<file path="config.mk">
export PLATFORM = sky130hd
export DESIGN_NAME = mac_unit
export DESIGN_NICKNAME = d
export VERILOG_FILES = /design/src/rtl/mac_pkg.sv /design/src/rtl/mac_alu.sv /design/src/rtl/mac_bank.sv /design/src/rtl/mac_unit.sv
export SDC_FILE = /design/constraint.sdc
export NUM_CORES = 2
export LEC_CHECK = 0
export BUFFER_PORTS_ARGS = -buffer_cell sky130_fd_sc_hd__buf_2
export CELL_PAD_IN_SITES_DETAIL_PLACEMENT = 1
export CELL_PAD_IN_SITES_GLOBAL_PLACEMENT = 1
export CORE_MARGIN = 3
export CORE_UTILIZATION = 51
export CTS_BUF_LIST = sky130_fd_sc_hd__clkbuf_16
export DETAILED_ROUTE_END_ITERATION = 10
export GPL_ROUTABILITY_DRIVEN = 1
export PLACE_DENSITY_LB_ADDON = 0.2
export SYNTH_ARGS = -nofsm -noshare
export SYNTH_HDL_FRONTEND = slang
export SYNTH_SLANG_ARGS = --single-unit
</file>
<file path="constraint.sdc">
create_clock -name clk -period 13.1 [get_ports clk]
set_clock_uncertainty 0.05 [all_clocks]
set_input_delay 2.62 -clock clk [delete_from_list [all_inputs] [get_ports clk]]
set_output_delay 2.62 -clock clk [all_outputs]
set_load 0.1 [all_outputs]
</file>
<file path="src/rtl/mac_pkg.sv">
package mac_pkg;
    parameter int unsigned DW    = 16;
    parameter int unsigned RES_W = 2 * DW;
    parameter int unsigned AW    = 3 * DW;

    localparam logic [2:0] A_CTRL = 3'd0;
    localparam logic [2:0] A_OPA  = 3'd1;
    localparam logic [2:0] A_OPB  = 3'd2;
    localparam logic [2:0] A_ACC0 = 3'd3;
    localparam logic [2:0] A_ACC1 = 3'd4;
    localparam logic [2:0] A_ACC2 = 3'd5;
    localparam logic [2:0] A_RES0 = 3'd6;
    localparam logic [2:0] A_RES1 = 3'd7;

    localparam int unsigned B_ACC  = 0;   // add accumulator
    localparam int unsigned B_SUB  = 1;   // subtract / negate
    localparam int unsigned B_NOWB = 2;   // no accumulator write-back
    localparam int unsigned B_UNS  = 3;
    localparam int unsigned B_ONE  = 4;
    localparam int unsigned B_OVF  = 7;

    typedef struct packed {
        logic [DW-1:0]    opa;
        logic [DW-1:0]    opb;
        logic [2:0]       op;
        logic             uns;
        logic             one;
        logic             ovf;
        logic [AW-1:0]    acc;
        logic [AW-1:0]    vis;
        logic [RES_W-1:0] res;
        logic             a_seen;
        logic             b_seen;
        logic             ex;
        logic [2:0]       ex_op;
        logic             ex_uns;
        logic             s2;
        logic             s2_sub;
        logic [RES_W-1:0] s2_p;
    } bank_t;
endpackage

</file>
<file path="src/rtl/mac_alu.sv">
module mac_alu
    import mac_pkg::*;
(
    input  logic [DW-1:0] a,
    input  logic [DW-1:0] b,
    input  logic          uns,
    input  logic [1:0]    mode,
    input  logic [AW-1:0] acc,
    output logic [AW-1:0] prod,
    output logic [AW-1:0] nxt,
    output logic          ovf
);
    localparam int unsigned PW = 2 * DW;

    logic [PW-1:0] p_raw;
    logic [AW:0]   e_acc;
    logic [AW:0]   e_p;
    logic [AW:0]   sum;
    logic [AW:0]   dif;

    always_comb begin
        if (uns)
            p_raw = {{DW{1'b0}}, a} * {{DW{1'b0}}, b};
        else
            p_raw = {{DW{a[DW-1]}}, a} * {{DW{b[DW-1]}}, b};
        prod  = {{(AW-PW){p_raw[PW-1] & ~uns}}, p_raw};
        e_acc = {acc[AW-1] & ~uns, acc};
        e_p   = {prod[AW-1] & ~uns, prod};
        sum   = e_acc + e_p;
        dif   = e_acc - e_p;
        case (mode)
            2'b00:   nxt = prod;
            2'b01:   nxt = sum[AW-1:0];
            2'b10:   nxt = -prod;
            default: nxt = dif[AW-1:0];
        endcase
        if (mode[B_SUB])
            ovf = uns ? dif[AW] : (dif[AW] ^ dif[AW-1]);
        else
            ovf = uns ? sum[AW] : (sum[AW] ^ sum[AW-1]);
    end
endmodule

</file>
<file path="src/rtl/mac_bank.sv">
module mac_bank
    import mac_pkg::*;
(
    input  logic          clk,
    input  logic          rst_n,
    input  logic          wr_en,
    input  logic [2:0]    addr,
    input  logic [DW-1:0] wdata,
    input  logic [2:0]    rd_addr,
    output logic [DW-1:0] rdata
);
    bank_t q, d;

    logic [AW-1:0]    alu_prod;
    logic [AW-1:0]    alu_nxt;
    logic             alu_ovf;
    logic [RES_W-1:0] s2_sum;
    logic             acc_wr;
    logic             fire;

    mac_alu u_alu (
        .a    (q.opa),
        .b    (q.opb),
        .uns  (q.ex_uns),
        .mode (q.ex_op[1:0]),
        .acc  (q.acc),
        .prod (alu_prod),
        .nxt  (alu_nxt),
        .ovf  (alu_ovf)
    );

    always_comb begin
        d      = q;
        s2_sum = q.s2_sub ? (q.acc[RES_W-1:0] - q.s2_p) : (q.acc[RES_W-1:0] + q.s2_p);
        acc_wr = wr_en && (addr == A_ACC0 || addr == A_ACC1 || addr == A_ACC2);
        fire   = wr_en && ((addr == A_OPB && (q.one || q.a_seen)) ||
                           (addr == A_OPA && !q.one && q.b_seen));

        // second step: accumulate/subtract with write-back
        d.s2 = 1'b0;
        if (q.s2)
            d.res = s2_sum;

        // first step: arithmetic
        d.ex  = 1'b0;
        d.vis = q.acc;
        if (q.ex) begin
            if (!q.ex_op[B_NOWB]) begin
                d.acc = alu_nxt;
                if (q.ex_op[B_ACC]) begin
                    d.s2     = 1'b1;
                    d.s2_sub = q.ex_op[B_SUB];
                    d.s2_p   = alu_prod[RES_W-1:0];
                    d.ovf    = alu_ovf;
                end else begin
                    d.res = alu_nxt[RES_W-1:0];
                end
            end else begin
                d.res = alu_nxt[RES_W-1:0];
            end
        end

        // bus writes
        if (wr_en) begin
            case (addr)
                A_CTRL: begin
                    d.op  = wdata[2:0];
                    d.uns = wdata[B_UNS];
                    d.one = wdata[B_ONE];
                end
                A_OPA: begin
                    d.opa    = wdata;
                    d.a_seen = 1'b1;
                end
                A_OPB: begin
                    d.opb    = wdata;
                    d.b_seen = 1'b1;
                end
                A_ACC0:  d.acc[DW-1:0]      = wdata;
                A_ACC1:  d.acc[2*DW-1:DW]   = wdata;
                A_ACC2:  d.acc[AW-1:2*DW]   = wdata;
                default: ;
            endcase
        end
        if (acc_wr)
            d.vis = d.acc;

        if (fire) begin
            d.ex     = 1'b1;
            d.ex_op  = q.op;
            d.ex_uns = q.uns;
            d.a_seen = 1'b0;
            d.b_seen = 1'b0;
        end
    end

    always_ff @(posedge clk or negedge rst_n) begin
        if (!rst_n) q <= '0;
        else        q <= d;
    end

    always_comb begin
        rdata = '0;
        case (rd_addr)
            A_CTRL: begin
                rdata[2:0]   = q.op;
                rdata[B_UNS] = q.uns;
                rdata[B_ONE] = q.one;
                rdata[B_OVF] = q.ovf;
            end
            A_OPA:   rdata = q.opa;
            A_OPB:   rdata = q.opb;
            A_ACC0:  rdata = q.vis[DW-1:0];
            A_ACC1:  rdata = q.vis[2*DW-1:DW];
            A_ACC2:  rdata = q.vis[AW-1:2*DW];
            A_RES0:  rdata = q.res[DW-1:0];
            default: rdata = q.res[RES_W-1:DW];
        endcase
    end
endmodule

</file>
<file path="src/rtl/mac_unit.sv">
module mac_unit
    import mac_pkg::*;
#(
    parameter int unsigned NBANK = 2,
    localparam int unsigned SEL_W = (NBANK > 1) ? $clog2(NBANK) : 1
) (
    input  logic             clk,
    input  logic             rst_n,
    input  logic [SEL_W-1:0] bank_sel,
    input  logic             wr_en,
    input  logic [2:0]       addr,
    input  logic [DW-1:0]    wdata,
    input  logic [2:0]       rd_addr,
    output logic [DW-1:0]    rdata
);
    logic [DW-1:0] bank_rd [NBANK];

    for (genvar i = 0; i < NBANK; i++) begin : g_bank
        mac_bank u_bank (
            .clk     (clk),
            .rst_n   (rst_n),
            .wr_en   (wr_en && (bank_sel == SEL_W'(i))),
            .addr    (addr),
            .wdata   (wdata),
            .rd_addr (rd_addr),
            .rdata   (bank_rd[i])
        );
    end

    assign rdata = bank_rd[bank_sel];
endmodule

</file>
==> flow_summary_export.csv <==
group,metric,value,unit
outcome,status,"finished, final reports clean",
cells_and_area,reg_top3,"g_bank.u_bank.q: 414 flops",
worst_setup_path,cp.required,13570,ps
run,maxCapViolCount,0,
floorplanning,core_area,0.131,sq mm
grt,grt_pass1_wl,401000,um
cells_and_area,final_common_cell,"inv_1",
synthesis,yosysWarnings,0,
synthesis,netlist.area_leader.share,21.8,%
synthesis,synth.distinct_cells,99,
drt,drc,0,
floorplanning,die_h,370,um
cells_and_area,fillers,15600,
synthesis,synth_nets,9482,
synthesis,synth_edf_count,0,
grt,grt_max_degree,139,
drt,num_vias,61600,
timing,drv_slew,0,
timing,period_needed,12460,ps
synthesis,synth_area,0.0676,sq mm
worst_setup_path,path_max_fanout,19,
worst_setup_path,worst-setup-path-type,"flop to flop",
clock_tree,cts_buffers,49,
timing,max_freq,80.2,MHz
floorplanning,die-area,0.137,sq mm
placed_design,hpwl,208000,um
grt,gr-total-overflow,0,
clock_tree,clockRootBuffer,"clkbuf_16",
synthesis,syn_area_per_cell,8.30,sq um
clock_tree,cts_setup_buffers,0,
worst_setup_path,start_kind,"flop",
clock_tree,htree_num_levels,2,
cells_and_area,regMostFlops,"g_bank.u_bank.q",
drt,ant_nets,0,
timing,tns,0,ps
worst_setup_path,critPathArrivalTime,12930,ps
synthesis,yosysSeqAreaShare,15.3,%
min_path,holdCritPathClass,"flop to flop",
cells_and_area,layout.area.seq,0.0104,sq mm
timing,slew_headroom,18.6,%
placed_design,gp_congestion,0.991,
cells_and_area,syn_to_final_growth,4.58,%
timing,hold_viol,0,
timing,finalSetupViolations,0,
synthesis,ys_seq_elements,414,
grt,grt_use_total,38.2,%
timing,grt_setup_unrepaired,"no",
worst_setup_path,max_stage_delay,1020,ps
grt,antenna_found_initial,16,
cells_and_area,drive_above_1_share,5.71,%
timing,period_share,95.1,%
synthesis,synth.area.top_cells,"fa_1 (22%), dfrtp_1 (15%), ha_1 (11%)",
floorplanning,placementRows,132,
drt,drt-initial-drc-count,5481,
floorplanning,die_x,370,um
worst_setup_path,cp_top_family,"adder cells",
drt,dr.pass1.iters,6,
synthesis,yosys.area.top_type,"fa_1",
synthesis,synthArstFlopShare,100,%
cells_and_area,nets,9223,
clock_tree,clockBufferDepth,3,
placed_design,io_buffer_count,41,
clock_tree,clock-sinks,414,
synthesis,syn_inst,8144,
timing,worst_slew_pin_slew,1190,ps
cells_and_area,final_cell_mix,"inv_1 (1186), nand2_1 (798), fa_1 (738), ha_1 (574), a21oi_1 (525)",
worst_setup_path,critPathMostFrequentCell,"fa_1",
worst_setup_path,slowest_stage,"fa_1",
clock_tree,cts_tree,"yes",
worst_setup_path,cp.buffers_inverters,4,
grt,grt_pass1_vias,65300,
drt,avgRoutedWirePerCell,27.1,um
floorplanning,io_pins,42,
cells_and_area,multi_input_area,0.0513,sq mm
cells_and_area,largest_reg_flops,414,
clock_tree,path_clk_slew,80,ps
clock_tree,insertion_delay,650,ps
synthesis,synthFlopType,"dfrtp_1",
drt,vias_per_cell,6.37,
drt,routed_wl,262000,um
floorplanning,initial_core_util,51.8,%
worst_setup_path,endpoint_kind,"flop",
==> per-layer routing <==
| layer | global-route usage [%] | share of wire [%] | vias to the layer above |
|---|---|---|---|
| met2 | 60.5 | 45 | 2490 |
| met4 | 13.0 | 4.0 | 12 |
| met3 | 8.32 | 8.9 | 575 |
| met1 | 51.6 | 42 | 31700 |
| met5 | 0 | 0.033 | - |
| li1 | - | - | 26800 |
==> logic make-up (layout without fill, tap and decap cells) <==
| kind of cell | count (synthesis) | count (layout) | share of synthesized area, % |
|---|---|---|---|
| simple gates | 2187 | 2187 | 15.4 |
| xor+xnor | 350 | 350 | 4.55 |
| mux | 259 | 259 | 4.36 |
| fa+ha+maj | 1312 | 1312 | 32.5 |
| other cells | 0 | 5 | 0 |
| buf+inv | 1620 | 1398 | 9.02 |
| compound gates | 2002 | 2002 | 18.9 |
| flops | 414 | 414 | 15.3 |
==> worst paths after layout <==
kind	startpoint	to	slack (ps)	cells past startpoint
worst min register to register	g_bank[1].u_bank.q[171]	g_bank[1].u_bank.q[34]	450	2
max in group asynchronous	rst_n	g_bank[0].u_bank.q[128]	8680	3
worst max-delay path	g_bank[1].u_bank.q[206]	g_bank[1].u_bank.q[162]	640	33
min in group asynchronous	rst_n	g_bank[1].u_bank.q[31]	1970	1
worst min-delay path	g_bank[1].u_bank.q[171]	g_bank[1].u_bank.q[34]	450	2
worst max register to register	g_bank[1].u_bank.q[206]	g_bank[1].u_bank.q[162]	640	33
==> stage by stage <==
step / worst slack (ps) / hold slack [ps] / cell area (sq um) / utilization, % / std cells
6_report: 638 / 447 / 70700 / 54.1 / 9669
4_1_cts: 811 / 455 / 70700 / 54.1 / 9664
2_1_floorplan: 2330 / 394 / 67600 / - / 8144
3_5_place_dp: 821 / 446 / 69100 / 52.9 / 9576
5_1_grt: 151 / 497 / 70700 / 54.1 / 9665
3_3_place_gp: 1040 / 428 / 69100 / 52.9 / 9576
==> tightest hold or removal path: stages (launching register included) <==
cell and delay [ps]:
dfrtp_1 360, nand2_1 60, o21ai_0 60
==> cell type report <==
class,instances,share of cell area (%)
Inverter,1185,6.29
Timing Repair Buffer,125,1.22
Antenna cell,5,0.0177
Clock inverter,39,0.517
Clock buffer,49,1.73
Tap cell,1742,3.08
Sequential cell,414,14.7
Multi-Input combinational cell,6110,72.5
==> Yosys cell counts (29+ instances only) <==
library cell  number
a31oi_1           93
or3_1             46
fa_1             738
nand2_1          801
mux2_2           163
nand2b_1          86
nand3_1          103
a21o_1           117
a21oi_1          525
ha_1             574
and2_1           242
o22ai_1           65
a211oi_1          74
and3_1            44
mux2i_1           83
nor2b_1           97
clkbuf_1         394
buf_1             31
nand4_1           34
o21bai_1          64
xor2_1            61
inv_1           1181
nor3_1           117
nor4_1            44
dfrtp_1          414
o21ai_0          485
nor2_1           465
o21ai_1           29
o31ai_1           59
o21a_1            60
xnor2_1          288
o211ai_1          75
==> what timing repair did <==
item | 4_1_cts | 5_1_grt
hold buffers | 0 | 0
endpoints found under the hold margin | 0 | 0
endpoints found under the setup margin | 0 | 1
gates resized for setup | 0 | 1
Power is left out: the tool's default activity adds up to more than one toggle a clock period on the data nets, which glitch-free logic cannot reach.
